File: config.mk
export PLATFORM = sky130hd
export DESIGN_NAME = vr_fault_supervisor
export DESIGN_NICKNAME = d
export VERILOG_FILES = /design/src/rtl/vrfs_pkg.sv /design/src/rtl/vrfs_sat_detect.sv /design/src/rtl/vrfs_latch_bank.sv /design/src/rtl/vrfs_pgood_fsm.sv /design/src/rtl/vr_fault_supervisor.sv
export SDC_FILE = /design/constraint.sdc
export NUM_CORES = 1
export LEC_CHECK = 0
export BUFFER_PORTS_ARGS = -buffer_cell sky130_fd_sc_hd__buf_2
export CORE_MARGIN = 2
export CORE_UTILIZATION = 35
export CTS_CLUSTER_DIAMETER = 50
export DETAILED_ROUTE_END_ITERATION = 7
export SYNTH_ARGS = -nofsm -noshare
export SYNTH_HDL_FRONTEND = slang
export SYNTH_HIERARCHICAL = 1
export SYNTH_SLANG_ARGS = --single-unit
File: constraint.sdc
create_clock -name clk -period 2.01 [get_ports clk]
set_input_delay 0.201 -clock clk [delete_from_list [all_inputs] [get_ports clk]]
set_output_delay 0.201 -clock clk [all_outputs]
set_load 0.05 [all_outputs]
File: src/rtl/vrfs_pkg.sv
package vrfs_pkg;

    typedef enum logic [2:0] {
        ST_IDLE,
        ST_RAMP,
        ST_SETTLE,
        ST_GOOD,
        ST_FAULT
    } pg_state_e;

    localparam int NCAUSE  = 6;
    localparam int C_LOOP  = 0;
    localparam int C_EN    = 1;
    localparam int C_VID   = 2;
    localparam int C_OV    = 3;
    localparam int C_SENSE = 4;
    localparam int C_CHAIN = 5;

endpackage

File: src/rtl/vrfs_sat_detect.sv
module vrfs_sat_detect #(
    parameter int SAT_CYCLES = 8
) (
    input  logic clk,
    input  logic rst_n,
    input  logic cyc_stb,
    input  logic ea_high,
    output logic trip
);
    localparam int CW = $clog2(SAT_CYCLES + 1);
    localparam logic [CW-1:0] LAST = CW'(SAT_CYCLES - 1);
    localparam logic [CW-1:0] FULL = CW'(SAT_CYCLES);

    logic [CW-1:0] run_cnt;

    always_ff @(posedge clk or negedge rst_n) begin
        if (!rst_n) begin
            run_cnt <= '0;
        end else if (!ea_high) begin
            run_cnt <= '0;
        end else if (cyc_stb && run_cnt != FULL) begin
            run_cnt <= run_cnt + 1'b1;
        end
    end

    always_comb begin
        trip = ea_high && cyc_stb && (run_cnt == LAST);
    end
endmodule

File: src/rtl/vrfs_latch_bank.sv
module vrfs_latch_bank
    import vrfs_pkg::*;
(
    input  logic              clk,
    input  logic              rst_n,
    input  logic              en_ok,
    input  logic [NCAUSE-1:0] set_req,
    output logic [NCAUSE-1:0] cause_q,
    output logic [NCAUSE-1:0] first_q
);
    logic [NCAUSE-1:0] cause_nxt;

    for (genvar i = 0; i < NCAUSE; i++) begin : g_cause
        if (i == C_EN) begin : g_level
            assign cause_nxt[i] = set_req[i];
        end else if (i == C_VID) begin : g_reissue
            assign cause_nxt[i] = en_ok ? (cause_q[i] | set_req[i]) : set_req[i];
        end else begin : g_sticky
            assign cause_nxt[i] = cause_q[i] | set_req[i];
        end
    end

    always_ff @(posedge clk or negedge rst_n) begin
        if (!rst_n) begin
            cause_q <= '0;
            first_q <= '0;
        end else begin
            cause_q <= cause_nxt;
            if (first_q == '0) begin
                first_q <= cause_nxt;
            end
        end
    end
endmodule

File: src/rtl/vrfs_pgood_fsm.sv
module vrfs_pgood_fsm
    import vrfs_pkg::*;
(
    input  logic clk,
    input  logic rst_n,
    input  logic any_latch,
    input  logic ss_done,
    input  logic in_window,
    output logic pgood
);
    pg_state_e state_q, state_nxt;

    always_ff @(posedge clk or negedge rst_n) begin
        if (!rst_n) begin
            state_q <= ST_IDLE;
        end else begin
            state_q <= state_nxt;
        end
    end

    always_comb begin
        state_nxt = state_q;
        unique case (state_q)
            ST_IDLE:   state_nxt = any_latch ? ST_FAULT : ST_RAMP;
            ST_RAMP: begin
                if (any_latch)    state_nxt = ST_FAULT;
                else if (ss_done) state_nxt = ST_SETTLE;
            end
            ST_SETTLE: begin
                if (any_latch)      state_nxt = ST_FAULT;
                else if (!ss_done)  state_nxt = ST_RAMP;
                else if (in_window) state_nxt = ST_GOOD;
            end
            ST_GOOD: begin
                if (any_latch)       state_nxt = ST_FAULT;
                else if (!ss_done)   state_nxt = ST_RAMP;
                else if (!in_window) state_nxt = ST_SETTLE;
            end
            ST_FAULT:  state_nxt = any_latch ? ST_FAULT : ST_RAMP;
            default:   state_nxt = ST_FAULT;
        endcase
    end

    always_comb begin
        pgood = (state_q == ST_GOOD) && !any_latch && ss_done && in_window;
    end
endmodule

File: src/rtl/vr_fault_supervisor.sv
module vr_fault_supervisor
    import vrfs_pkg::*;
#(
    parameter int SAT_CYCLES = 8
) (
    input  logic              clk,
    input  logic              rst_n,
    input  logic              cyc_stb,
    input  logic              ea_high,
    input  logic              en_ok,
    input  logic              ov_flag,
    input  logic              sense_open,
    input  logic              in_window,
    input  logic              ss_done,
    input  logic              vid_fault_in,
    input  logic              chain_fault_in,
    output logic              fault_latch,
    output logic              ss_discharge,
    output logic              ea_pulldown,
    output logic              pgood,
    output logic [NCAUSE-1:0] fault_status
);
    logic              sat_trip;
    logic [NCAUSE-1:0] set_req;
    logic [NCAUSE-1:0] cause_q;
    logic              any_latch;

    vrfs_sat_detect #(.SAT_CYCLES(SAT_CYCLES)) u_sat (
        .clk     (clk),
        .rst_n   (rst_n),
        .cyc_stb (cyc_stb),
        .ea_high (ea_high),
        .trip    (sat_trip)
    );

    always_comb begin
        set_req          = '0;
        set_req[C_LOOP]  = sat_trip;
        set_req[C_EN]    = !en_ok;
        set_req[C_VID]   = vid_fault_in;
        set_req[C_OV]    = ov_flag;
        set_req[C_SENSE] = sense_open;
        set_req[C_CHAIN] = chain_fault_in;
    end

    vrfs_latch_bank u_bank (
        .clk     (clk),
        .rst_n   (rst_n),
        .en_ok   (en_ok),
        .set_req (set_req),
        .cause_q (cause_q),
        .first_q (fault_status)
    );

    always_comb begin
        any_latch    = |cause_q;
        fault_latch  = cause_q[C_LOOP] | cause_q[C_EN] | cause_q[C_VID];
        ea_pulldown  = sense_open | cause_q[C_SENSE];
        ss_discharge = any_latch | sense_open;
    end

    vrfs_pgood_fsm u_fsm (
        .clk       (clk),
        .rst_n     (rst_n),
        .any_latch (any_latch),
        .ss_done   (ss_done),
        .in_window (in_window),
        .pgood     (pgood)
    );
endmodule

### Word level (Yosys, flattened, before mapping)

Index checks and enable logic that the tools add are counted.

* register bits: 19
* bits in latches: 0
* bits in writable memories: 0
* memory bits (read-only): 0
* input bits: 11
* output and inout port bits: 10
* word-level logic and storage cells: 49
* memories: 0

* add/sub/neg operators: 1
* $mul: 0
* div/mod/pow operators: 0
* order comparisons: 0
* equal/unequal tests: 10
* shifts and indexed selects: 0
* mux-type cells: 13
* bitwise logic cells: 8
* reduce and logical (&&, ||, !) cells: 13

Operator list (count)
* $mux 3: 9
* $pmux 3 s4: 1
* $mux 4: 2
* $ne 4x3->1 const B: 2
* $or 1x1->1: 8
* $eq 3x2->1 const B: 2
* $logic_and 1x1->1: 6
* $logic_not 6->1: 1
* $reduce_or 6->1: 1
* $add 4x1->4 const B: 1
* $eq 4x3->1 const B: 1
* $ne 4x4->1 const B: 1
* $eq 3x1->1 const B: 1
* $eq 3x3->1 const B: 1
* $logic_not 3->1: 1
* $ne 3x2->1 const B: 1
* $reduce_and 3->1: 1
* $logic_not 1->1: 2
* $ne 2x1->1 const B: 1
* $reduce_or 2->1: 1
* $mux 1: 1

### Longest topological paths before layout

Gate-level depths: netlist of run 1.

* depth in word-level cells: 5
* depth in mapped cells: 5
* mapped depth without buffers: 5

### Cells and area by module

The synthesis of run 1 kept the hierarchy.

Modules (own cells, without submodules)
* vrfs_latch_bank: instances 1, cells each 25, area an instance 410.4 um2, seq. area each 300.3 um2
* vrfs_sat_detect: instances 1, cells each 25, area an instance 230.2 um2, seq. area each 100.1 um2
* vrfs_pgood_fsm: instances 1, cells each 12, area an instance 146.4 um2, seq. area each 75.1 um2
* vr_fault_supervisor: instances 1, cells each 5, area an instance 36.3 um2, seq. area each 0.0 um2

### Worst setup path after synthesis of run 1

No wires, ideal clock.

* kind: flip-flop to output port
* start point: register u_bank.cause_q[2]
* end point: output port pgood
* data arrival time: 2.350 ns
* data required time: 1.809 ns
* path slack: -0.541 ns
* stages on the path, launching flop included: 4
* path buffers: 0
* cells stage by stage: dfrtp_1 > or3_4 > or4_1 > nor4b_2

* longest elaborated chain between the ends: 5

RTL lines
* start: declaration: RTL line vrfs_latch_bank.sv:8 `output logic [NCAUSE-1:0] cause_q,`
* start signal: assignment: RTL line vrfs_latch_bank.sv:28 `cause_q <= cause_nxt;`
* $reduce_or 6->1: RTL line vr_fault_supervisor.sv:56 `any_latch = |cause_q;`
* named net any_latch: RTL line vr_fault_supervisor.sv:26 `logic any_latch;`
* $logic_not 1->1: RTL line vrfs_pgood_fsm.sv:45 `pgood = (state_q == ST_GOOD) && !any_latch && ss_done && in_window;`
* $logic_and 1x1->1 (3 in a row): RTL line vrfs_pgood_fsm.sv:45
* end: declaration: RTL line vr_fault_supervisor.sv:20 `output logic pgood,`

The timed path passes the listed nets, and every way through them passes these cells.

### Final worst setup path of run 1

Same ends and word-level chain as after synthesis.

==> results.py, run 1 <==
metrics = {
    "outcome": {
        "status": "complete, but fails checks",
        "violations": "negative setup slack",
    },
    "sta": {
        "rsz0062_at_grt": "true",
        "tightestPinTransition_ps": 404,
        "finalSetupViolations": 1,
        "min_period_over_period_pct": 108,
        "slew_headroom_pct": 72.8,
        "max_clock_freq_mhz": 463,
        "period_needed_ps": 2160,
        "slew_viol_final": 0,
        "setup_slack_ps": -151,
        "setup_tns_ps": -151,
        "hold_violations": 0,
        "fin_skew_ps": 1.74,
    },
    "yosys": {
        "synth_seq_cells": 19,
        "avgSynthCellArea_um2": 12.3,
        "synth_cell_types": 25,
        "syn_inst": 67,
        "synth_warnings": 6,
        "synth_area_um2": 823,
        "yosysTopAreaCellShare_pct": 57.8,
        "post-synth-top-area-cell": "dfrtp_1",
        "syn_nets": 80,
        "synth_area_leaders": "dfrtp_1, a31o_1, or2_2, nand2_1, nor4b_2",
        "seq_area_frac_synth_pct": 57.8,
    },
    "grt": {
        "grt_max_degree": 20,
        "gr-total-overflow": 0,
        "antenna_found_initial": 0,
        "grt_pass1_vias": 575,
        "grt_pass1_wl_um": 2530,
        "grt_usage_pct": 13.2,
    },
    "worst_setup_path": {
        "crit_path_end_kind": "output pin",
        "crit_chain": "or3_4 -> or4_4 -> nor4b_4 -> buf_6",
        "required_ps": 1810,
        "path_max_fanout": 4,
        "cp.arrival_ps": 1960,
        "cpMaxStageDelayCell": "or4_4",
        "start_kind": "register",
        "path_buf_inv": 1,
        "path_class": "reg2out",
        "max_stage_delay_ps": 460,
        "path_delay_family": "simple AND/OR/NAND/NOR gates",
    },
    "routing": {
        "wl_met3_um": 52,
        "wirelength_um": 1490,
        "drt_iter0_markers": 4,
        "dr.pass1.iters": 4,
        "postRouteAntennaNets": 0,
        "highest_layer": "met4",
        "drc_errors": 0,
        "wire_per_inst_um": 12.3,
        "vias": 595,
        "met2_length_um": 752,
        "wl_met1_um": 668,
        "vias_per_cell": 4.92,
    },
    "floorplanning": {
        "die_h_um": 52.5,
        "placement_rows": 17,
        "dieArea_um2": 2760,
        "start_util_pct": 37.2,
        "die_x_um": 52.5,
        "core-area_um2": 2210,
        "ios": 21,
    },
    "power": {
        "pwr-share-comb_pct": 11.9,
        "p_clk_share_pct": 27.7,
        "p_int_uw": 500,
        "swShare_pct": 25.5,
        "ir_drop_uv": 416,
        "p_leak_uw": 0.000444,
        "pwr-share-seq_pct": 60.4,
        "switching_power_uw": 171,
        "power_density_nw_per_um2": 655,
    },
    "cts": {
        "root_buffer": "clkbuf_4",
        "clk_pin_slew_worst_paths_ps": 100,
        "cts_sinks": 19,
        "cts_tree": "done",
        "cts_buffer_depth": 2,
        "insertion_delay_ps": 290,
        "cts_buffers": 3,
        "htree_levels": 1,
    },
    "place": {
        "io_buffers": 20,
        "routabilityCongestion": 0.682,
        "dp_hpwl_um": 1160,
        "placed_cells": 115,
    },
    "finish": {
        "drive_above_1_share_pct": 36.6,
        "antenna_cells": 0,
        "instances_no_fill": 121,
        "area_growth_pct": 24.3,
        "final_nets": 107,
        "nFillCells": 213,
    },
    "worst_hold_path": {
        "worstHoldPathType": "in2reg",
    },
    "flow_run": {
        "cap_violations": 0,
    },
}
## flip-flops by register name (all words and copies together) (netlist names)
name / flops
u_bank/first_q: 6
u_bank/cause_q: 6
u_sat/run_cnt: 4
u_fsm/state_q: 3
## power groups by stage
stage / combinational (uW) / sequential, uW / clock, uW
after floorplan: 26.9 / 431 / 0
after global placement: 76.9 / 412 / 0
after detailed placement: 77.8 / 413 / 0
after CTS: 79.6 / 406 / 200
after global routing: 89.6 / 407 / 217
final: 79.8 / 405 / 186
## cell usage after synthesis (all sizes together)
| library cell | count |
|---|---|
| dfrtp | 19 |
| nand2 | 8 |
| a31o | 6 |
| or2 | 5 |
| inv | 3 |
| ha | 2 |
| mux2i | 2 |
| nor2 | 2 |
| nor4b | 2 |
| o21ai | 2 |
| or4 | 2 |
| a21boi | 1 |
| a21o | 1 |
| a21oi | 1 |
| and2 | 1 |
| nand2b | 1 |
| nand3 | 1 |
| nand3b | 1 |
| nand4 | 1 |
| nor3 | 1 |
| nor4 | 1 |
| o22a | 1 |
| or3 | 1 |
| or3b | 1 |
| xnor2 | 1 |
## per-stage QoR
| step | power [uW] | area (um^2) | utilization (%) | hold slack, ps | setup slack, ps |
|---|---|---|---|---|---|
| 3_3_place_gp | 489 | 971 | 43.9 | 157 | 125 |
| 4_1_cts | 686 | 1010 | 45.8 | 74.1 | -187 |
| 3_5_place_dp | 491 | 971 | 43.9 | 159 | 82.5 |
| 6_report | 671 | 1020 | 46.3 | 83.8 | -151 |
| 2_1_floorplan | 458 | 836 | - | -94.6 | -115 |
| 5_1_grt | 714 | 1020 | 46.3 | 60.5 | -215 |
## metal layers
layer	vias up	track usage, %
met1	288	16.6
met5	-	0
met4	0	6.41
met2	10	20.2
met3	2	4.29
li1	295	-
## worst paths after layout
check                                            start                            to  slack (ps)  cells after the start
min                                              en_ok   u_bank/cause_q[1]$_DFF_PN0_          80                      2
min in group asynchronous                        rst_n   u_bank/cause_q[4]$_DFF_PN0_         370                      2
max reg2reg                u_bank/cause_q[2]$_DFF_PN0_  u_fsm/state_q[1]$_DFFE_PN0P_         420                      3
min reg2reg                u_bank/cause_q[0]$_DFF_PN0_   u_bank/cause_q[0]$_DFF_PN0_         500                      1
max in group asynchronous                        rst_n   u_bank/cause_q[0]$_DFF_PN0_        1360                      2
max                        u_bank/cause_q[2]$_DFF_PN0_                         pgood        -150                      4
## final cells by class
cell class                      count  area [um^2]  area share (%)
Clock buffer                        4         26.3            2.57
Inverter                            3         11.3            1.10
Multi-Input combinational cell     45          349            34.1
Sequential cell                    19          475            46.5
Tap cell                           28         35.0            3.42
Timing Repair Buffer               22          126            12.3
## layout by cell type (no fill, tap or decap), types with 2 or more instances in the layout
master,instances
o21ai_0,2
nor2_1,2
clkbuf_4,3
nand2_1,8
buf_2,18
buf_4,2
ha_1,2
or2_2,5
inv_1,3
dfrtp_1,19
a31o_1,6
mux2i_1,2
## logic make-up after synthesis
group	after synthesis	share of synthesized area [%]
multiplexers	2	2.43
buffers and inverters	3	1.37
XOR/XNOR	1	1.06
adder cells (fa/ha/maj)	2	3.04
flip-flops	19	57.8
AO/OA/AOI/OAI	12	11.1
AND/OR/NAND/NOR	28	23.3
## repair_timing
action,CTS,global route
hold buffers,1,0
endpoints found under the hold margin,19,0
endpoints found under the setup margin,1,2
resized for setup,2,2
setup buffers,0,1
Note: power is estimated with default switching activity, not from simulation.
==> inputs of run 2 (changes only) <==
==> constraint.sdc (replaced) <==
create_clock -name clk -period 2.01 [get_ports clk]
set_input_delay 0.201 -clock clk [delete_from_list [all_inputs] [get_ports clk]]
set_output_delay 0.201 -clock clk [all_outputs]
set_load 0.02 [all_outputs]
==> run 2 against run 1 <==
  * The run still ends with negative setup slack left
  * Sequential power hardly changed
  * Clock skew grew 3.6 ps
  * Design area grew 0.49%
  * Sequential share of layout area down 0.23 points
  * Register-to-register slack worse by 120 ps
  * First-iteration DRC count shrank 75%
  * Die area stayed put
  * Core utilization grew 0.23 points
  * Combinational power is 20% lower
  * Wire length shrank 3.4%
  * Cell count up 0.83%
  * Global-route usage shrank 0.33 points
  * Critical endpoint unchanged
  * Highest routed layer unchanged
==> results.py, run 2 (synthesized netlist as in run 1, its figures left out) <==
metrics = {
    "power": {
        "switching_power_uw": 165,
        "total_power_uw": 664,
        "pwr-share-seq_pct": 61.0,
        "swShare_pct": 24.9,
        "power_density_nw_per_um2": 645,
        "p_leak_uw": 0.000445,
        "p_int_uw": 498,
        "pwr-share-comb_pct": 9.7,
        "p_clk_share_pct": 29.3,
        "ir_drop_uv": 547,
    },
    "routing": {
        "wl_met3_um": 55,
        "highest_layer": "met4",
        "wirelength_um": 1440,
        "postRouteAntennaNets": 0,
        "met2_length_um": 726,
        "vias": 603,
        "vias_per_cell": 4.94,
        "dr.pass1.iters": 4,
        "drt_iter0_markers": 1,
        "drc_errors": 0,
        "wl_met1_um": 646,
        "wire_per_inst_um": 11.8,
    },
    "flow_run": {
        "cap_violations": 0,
    },
    "cts": {
        "cts_sinks": 19,
        "clk_pin_slew_worst_paths_ps": 110,
        "root_buffer": "clkbuf_4",
        "cts_tree": "done",
        "htree_levels": 1,
        "cts_buffer_depth": 2,
        "insertion_delay_ps": 300,
        "cts_buffers": 3,
    },
    "finish": {
        "nFillCells": 221,
        "antenna_cells": 0,
        "drive_above_1_share_pct": 38.3,
        "reg_top3": "u_bank/cause_q: 6 flops, u_bank/first_q: 6 flops, u_sat/run_cnt: 4 flops",
        "area_growth_pct": 24.9,
        "final_nets": 108,
        "final_cell_mix": "buf_2, dfrtp_1, nand2_1",
    },
    "outcome": {
        "status": "complete, but fails checks",
        "violations": "negative setup slack",
    },
    "grt": {
        "grt_usage_pct": 12.8,
        "grt_pass1_vias": 604,
        "gr-total-overflow": 0,
        "grt_max_degree": 20,
        "antenna_found_initial": 0,
        "grt_pass1_wl_um": 2480,
    },
    "worst_setup_path": {
        "r2r-start": "u_bank/cause_q[2]$_DFF_PN0_",
        "start_kind": "register",
        "reg2regPathDepth": 4,
        "critPathLaunch": "u_bank/cause_q[2]$_DFF_PN0_",
        "path_max_fanout": 3,
        "max_stage_delay_ps": 440,
        "crit_chain": "or3_4 -> or4_4 -> nor4b_4 -> buf_4",
        "crit_end": "pgood",
        "r2r_end": "u_fsm/state_q[1]$_DFFE_PN0P_",
        "r2r_setup_slack_ps": 300,
        "cpMaxStageDelayCell": "or4_4",
        "crit_path_end_kind": "output pin",
        "cp.arrival_ps": 1960,
        "path_class": "reg2out",
        "required_ps": 1810,
    },
    "floorplanning": {
        "die_x_um": 52.5,
        "dieArea_um2": 2760,
        "start_util_pct": 37.2,
        "ios": 21,
        "placement_rows": 17,
        "die_h_um": 52.5,
        "core-area_um2": 2210,
    },
    "place": {
        "io_buffers": 20,
        "routabilityCongestion": 0.674,
        "dp_hpwl_um": 1170,
    },
    "sta": {
        "setup_tns_ps": -151,
        "setup_slack_ps": -151,
        "hold_violations": 0,
        "rsz0062_at_grt": "true",
        "min_period_over_period_pct": 108,
        "max_clock_freq_mhz": 463,
        "slew_viol_final": 0,
        "slew_headroom_pct": 72.8,
        "period_needed_ps": 2160,
        "finalSetupViolations": 1,
        "fin_skew_ps": 5.38,
        "tightestPinTransition_ps": 404,
    },
    "worst_hold_path": {
        "worstHoldPathType": "in2reg",
    },
}
## run 2: changes by cell type in the layout (fill, tap and decap cells not counted)
cell,before,now
buf_4,2,3
clkinvlp_4,0,1
buf_2,18,19
clkbuf_1,1,0
buf_6,1,0
## run 2: metrics by stage
stage / std cells / worst slack, ps / instance area (um^2) / hold slack, ps / utilization [%]
CTS: 122 / -177 / 1030 / 55.8 / 46.5
detailed placement: 116 / 103 / 975 / 160 / 44.1
finish: 122 / -151 / 1030 / 68.8 / 46.5
global route: 122 / -241 / 1030 / 51.6 / 46.5
floorplan: 67 / 78.7 / 832 / -94.6 / -
global placement: 116 / 129 / 975 / 155 / 44.1
## run 2: per-layer routing
metal / vias up / track usage (%)
li1: 295 / -
met1: 296 / 14.7
met5: - / 0
met3: 2 / 6.00
met2: 10 / 21.3
met4: 0 / 3.85
## run 2: timing repair
action	4_1_cts	5_1_grt
gates resized for setup	2	0
setup endpoints to repair	1	2
hold buffers	1	0
endpoints found under the hold margin	19	0
buffers inserted	1	0
## run 2: final cells by class
class | count | area, um^2 | share of cell area (%)
Clock buffer | 3 | 22.5 | 2.19
Timing Repair Buffer | 23 | 128 | 12.4
Multi-Input combinational cell | 45 | 349 | 33.9
Clock inverter | 1 | 7.51 | 0.730
Tap cell | 28 | 35.0 | 3.41
Sequential cell | 19 | 475 | 46.2
Inverter | 3 | 11.3 | 1.09
## run 2: worst max-delay path: cells and delay by family (launching register included)
family | cells | cell delay [ps]
AND/OR/NAND/NOR | 3 | 1100
buffers and inverters | 1 | 170
flip-flops | 1 | 390
## run 2: power by group through the flow
stage	Clock, uW	Sequential [uW]	Combinational (uW)
6_report	194	405	64.2
2_1_floorplan	0	418	24.2
3_5_place_dp	0	413	62.4
3_3_place_gp	0	412	61.1
5_1_grt	224	407	73.1
4_1_cts	206	405	66.0
## run 2: worst min-delay path by stage
stage / startpoint / slack [ps] / end / cells past startpoint
4_1_cts: en_ok / 60 / u_bank/cause_q[1]$_DFF_PN0_ / 2
6_report: en_ok / 70 / u_bank/cause_q[1]$_DFF_PN0_ / 2
3_3_place_gp: rst_n / 160 / u_bank/cause_q[4]$_DFF_PN0_ / 1
3_5_place_dp: rst_n / 160 / u_bank/cause_q[4]$_DFF_PN0_ / 1
2_1_floorplan: rst_n / -90 / u_bank/cause_q[0]$_DFF_PN0_ / 0
5_1_grt: en_ok / 50 / u_bank/cause_q[1]$_DFF_PN0_ / 2
==> inputs of run 3 (changes only) <==
Settings changed: CORE_ASPECT_RATIO set to 1.25.
==> run 3 against run 2 <==
  * Largest power group unchanged
  * Via count fell by 1.3%
  * Maximum frequency rose by 4.3%
  * The run still ends with negative setup slack left
  * Sequential power barely moved
==> results.py, run 3 (synthesized netlist as in run 1, its figures left out) <==
metrics = {
    "routing": {
        "drt_iter0_markers": 6,
        "drc_errors": 0,
        "postRouteAntennaNets": 0,
        "vias_per_cell": 4.76,
        "dr.pass1.iters": 3,
        "wirelength_um": 1480,
        "vias": 595,
        "wire_per_inst_um": 11.8,
    },
    "sta": {
        "slew_headroom_pct": 72.2,
        "tightestPinTransition_ps": 418,
        "setup_slack_ps": -62.4,
        "hold_violations": 0,
        "worst_hold_slack_ps": 101,
        "min_period_over_period_pct": 103,
        "rsz0062_at_grt": "true",
        "fin_skew_ps": 4.24,
        "period_needed_ps": 2070,
        "slew_viol_final": 0,
        "finalSetupViolations": 2,
        "max_clock_freq_mhz": 483,
    },
    "worst_setup_path": {
        "max_stage_delay_ps": 440,
        "cpMaxStageDelayCell": "or4_4",
        "crit_chain": "or3_4 -> or4_4 -> nor4b_4 -> buf_4",
        "required_ps": 1810,
        "start_kind": "register",
        "r2r-start": "u_bank/cause_q[0]$_DFF_PN0_",
        "crit_path_end_kind": "output pin",
        "critPathLaunch": "u_bank/cause_q[0]$_DFF_PN0_",
        "path_class": "reg2out",
        "cp.arrival_ps": 1870,
        "path_max_fanout": 2,
    },
    "place": {
        "dp_slack_ps": 87.0,
        "dp_hpwl_um": 1160,
        "routabilityCongestion": 0.688,
        "placed_cells": 119,
        "io_buffers": 20,
        "place_area_um2": 978,
    },
    "cts": {
        "root_buffer": "clkbuf_4",
        "cts_buffer_depth": 2,
        "cts_sinks": 19,
        "htree_levels": 1,
        "cts_buffers": 3,
        "cts_tree": "done",
        "clk_pin_slew_worst_paths_ps": 100,
        "insertion_delay_ps": 280,
    },
    "grt": {
        "antenna_found_initial": 0,
        "grt_pass1_vias": 628,
        "grt_pass1_wl_um": 2610,
        "grt_usage_pct": 13.1,
        "grt_max_degree": 20,
        "gr-total-overflow": 0,
    },
    "outcome": {
        "violations": "negative setup slack",
        "status": "complete, but fails checks",
    },
    "finish": {
        "instances_no_fill": 125,
        "drive_above_1_share_pct": 38.3,
        "final_nets": 108,
        "final_util_pct": 47.0,
        "antenna_cells": 0,
        "nFillCells": 212,
        "area_growth_pct": 26.1,
        "final_cell_mix": "dfrtp_1, buf_2, nand2_1",
        "reg_top3": "u_bank/cause_q: 6 flops, u_bank/first_q: 6 flops, u_sat/run_cnt: 4 flops",
        "fin_area_um2": 1040,
        "layout_commonest_cell": "dfrtp_1",
    },
    "floorplanning": {
        "dieArea_um2": 2760,
        "ios": 21,
        "die_x_um": 47.4,
        "core-area_um2": 2210,
        "start_util_pct": 37.2,
        "placement_rows": 19,
        "die_h_um": 58.2,
    },
    "power": {
        "p_leak_uw": 0.000451,
        "ir_drop_uv": 536,
        "power_density_nw_per_um2": 624,
    },
    "flow_run": {
        "cap_violations": 0,
    },
    "worst_hold_path": {
        "worstHoldPathType": "in2reg",
        "min_from": "en_ok",
    },
}
run 3: through the flow:
stage	power (uW)	TNS, ps
after floorplan	443	0
after global placement	473	0
after detailed placement	476	0
after CTS	661	-234
after global routing	686	-207
final	649	-70.3
run 3: power by group:
group / switching (uW) / internal, uW
clock: 101 / 76.9
sequential: 11.6 / 394
combinational: 36.6 / 28.0
run 3: cell type report:
class | count | area (um^2) | share of cell area [%]
clock buffer | 4 | 26.3 | 2.53
inverter | 3 | 11.3 | 1.08
multi-input combinational | 45 | 353 | 34.0
sequential | 19 | 475 | 45.8
tap | 31 | 38.8 | 3.73
timing repair buffer | 23 | 134 | 12.9
run 3: routing by layer:
layer,GRT usage [%],vias up,part of all wire (%)
met5,0,-,0
met1,17.0,285,46
met3,1.87,2,2.4
met4,4.76,0,0.54
met2,21.6,10,51
li1,-,298,-
run 3: final timing paths:
check	endpoint	slack [ps]	cells after the start
hold reg to reg	u_bank/cause_q[0]$_DFF_PN0_	490	1
max in group asynchronous	u_bank/first_q[3]$_DFFE_PN0N_	1340	2
hold / removal	u_bank/cause_q[1]$_DFF_PN0_	100	2
setup / recovery	pgood	-60	4
setup reg to reg	u_fsm/state_q[1]$_DFFE_PN0P_	310	4
min in group asynchronous	u_bank/cause_q[1]$_DFF_PN0_	380	2
run 3: worst max-delay path: cells and delay by family, from the launching register on:
kind,cells,cell delay [ps]
AND/OR/NAND/NOR,3,1040
flip-flops,1,380
buffers and inverters,1,170
run 3: what timing repair did:
| item | CTS | global route |
|---|---|---|
| setup buffers | 1 | 0 |
| gates cloned | 0 | 0 |
| hold endpoints to repair | 19 | 0 |
| pin swaps | 3 | 1 |
| resized for setup | 2 | 3 |
| endpoints found under the setup margin | 1 | 2 |
| hold buffers | 1 | 0 |
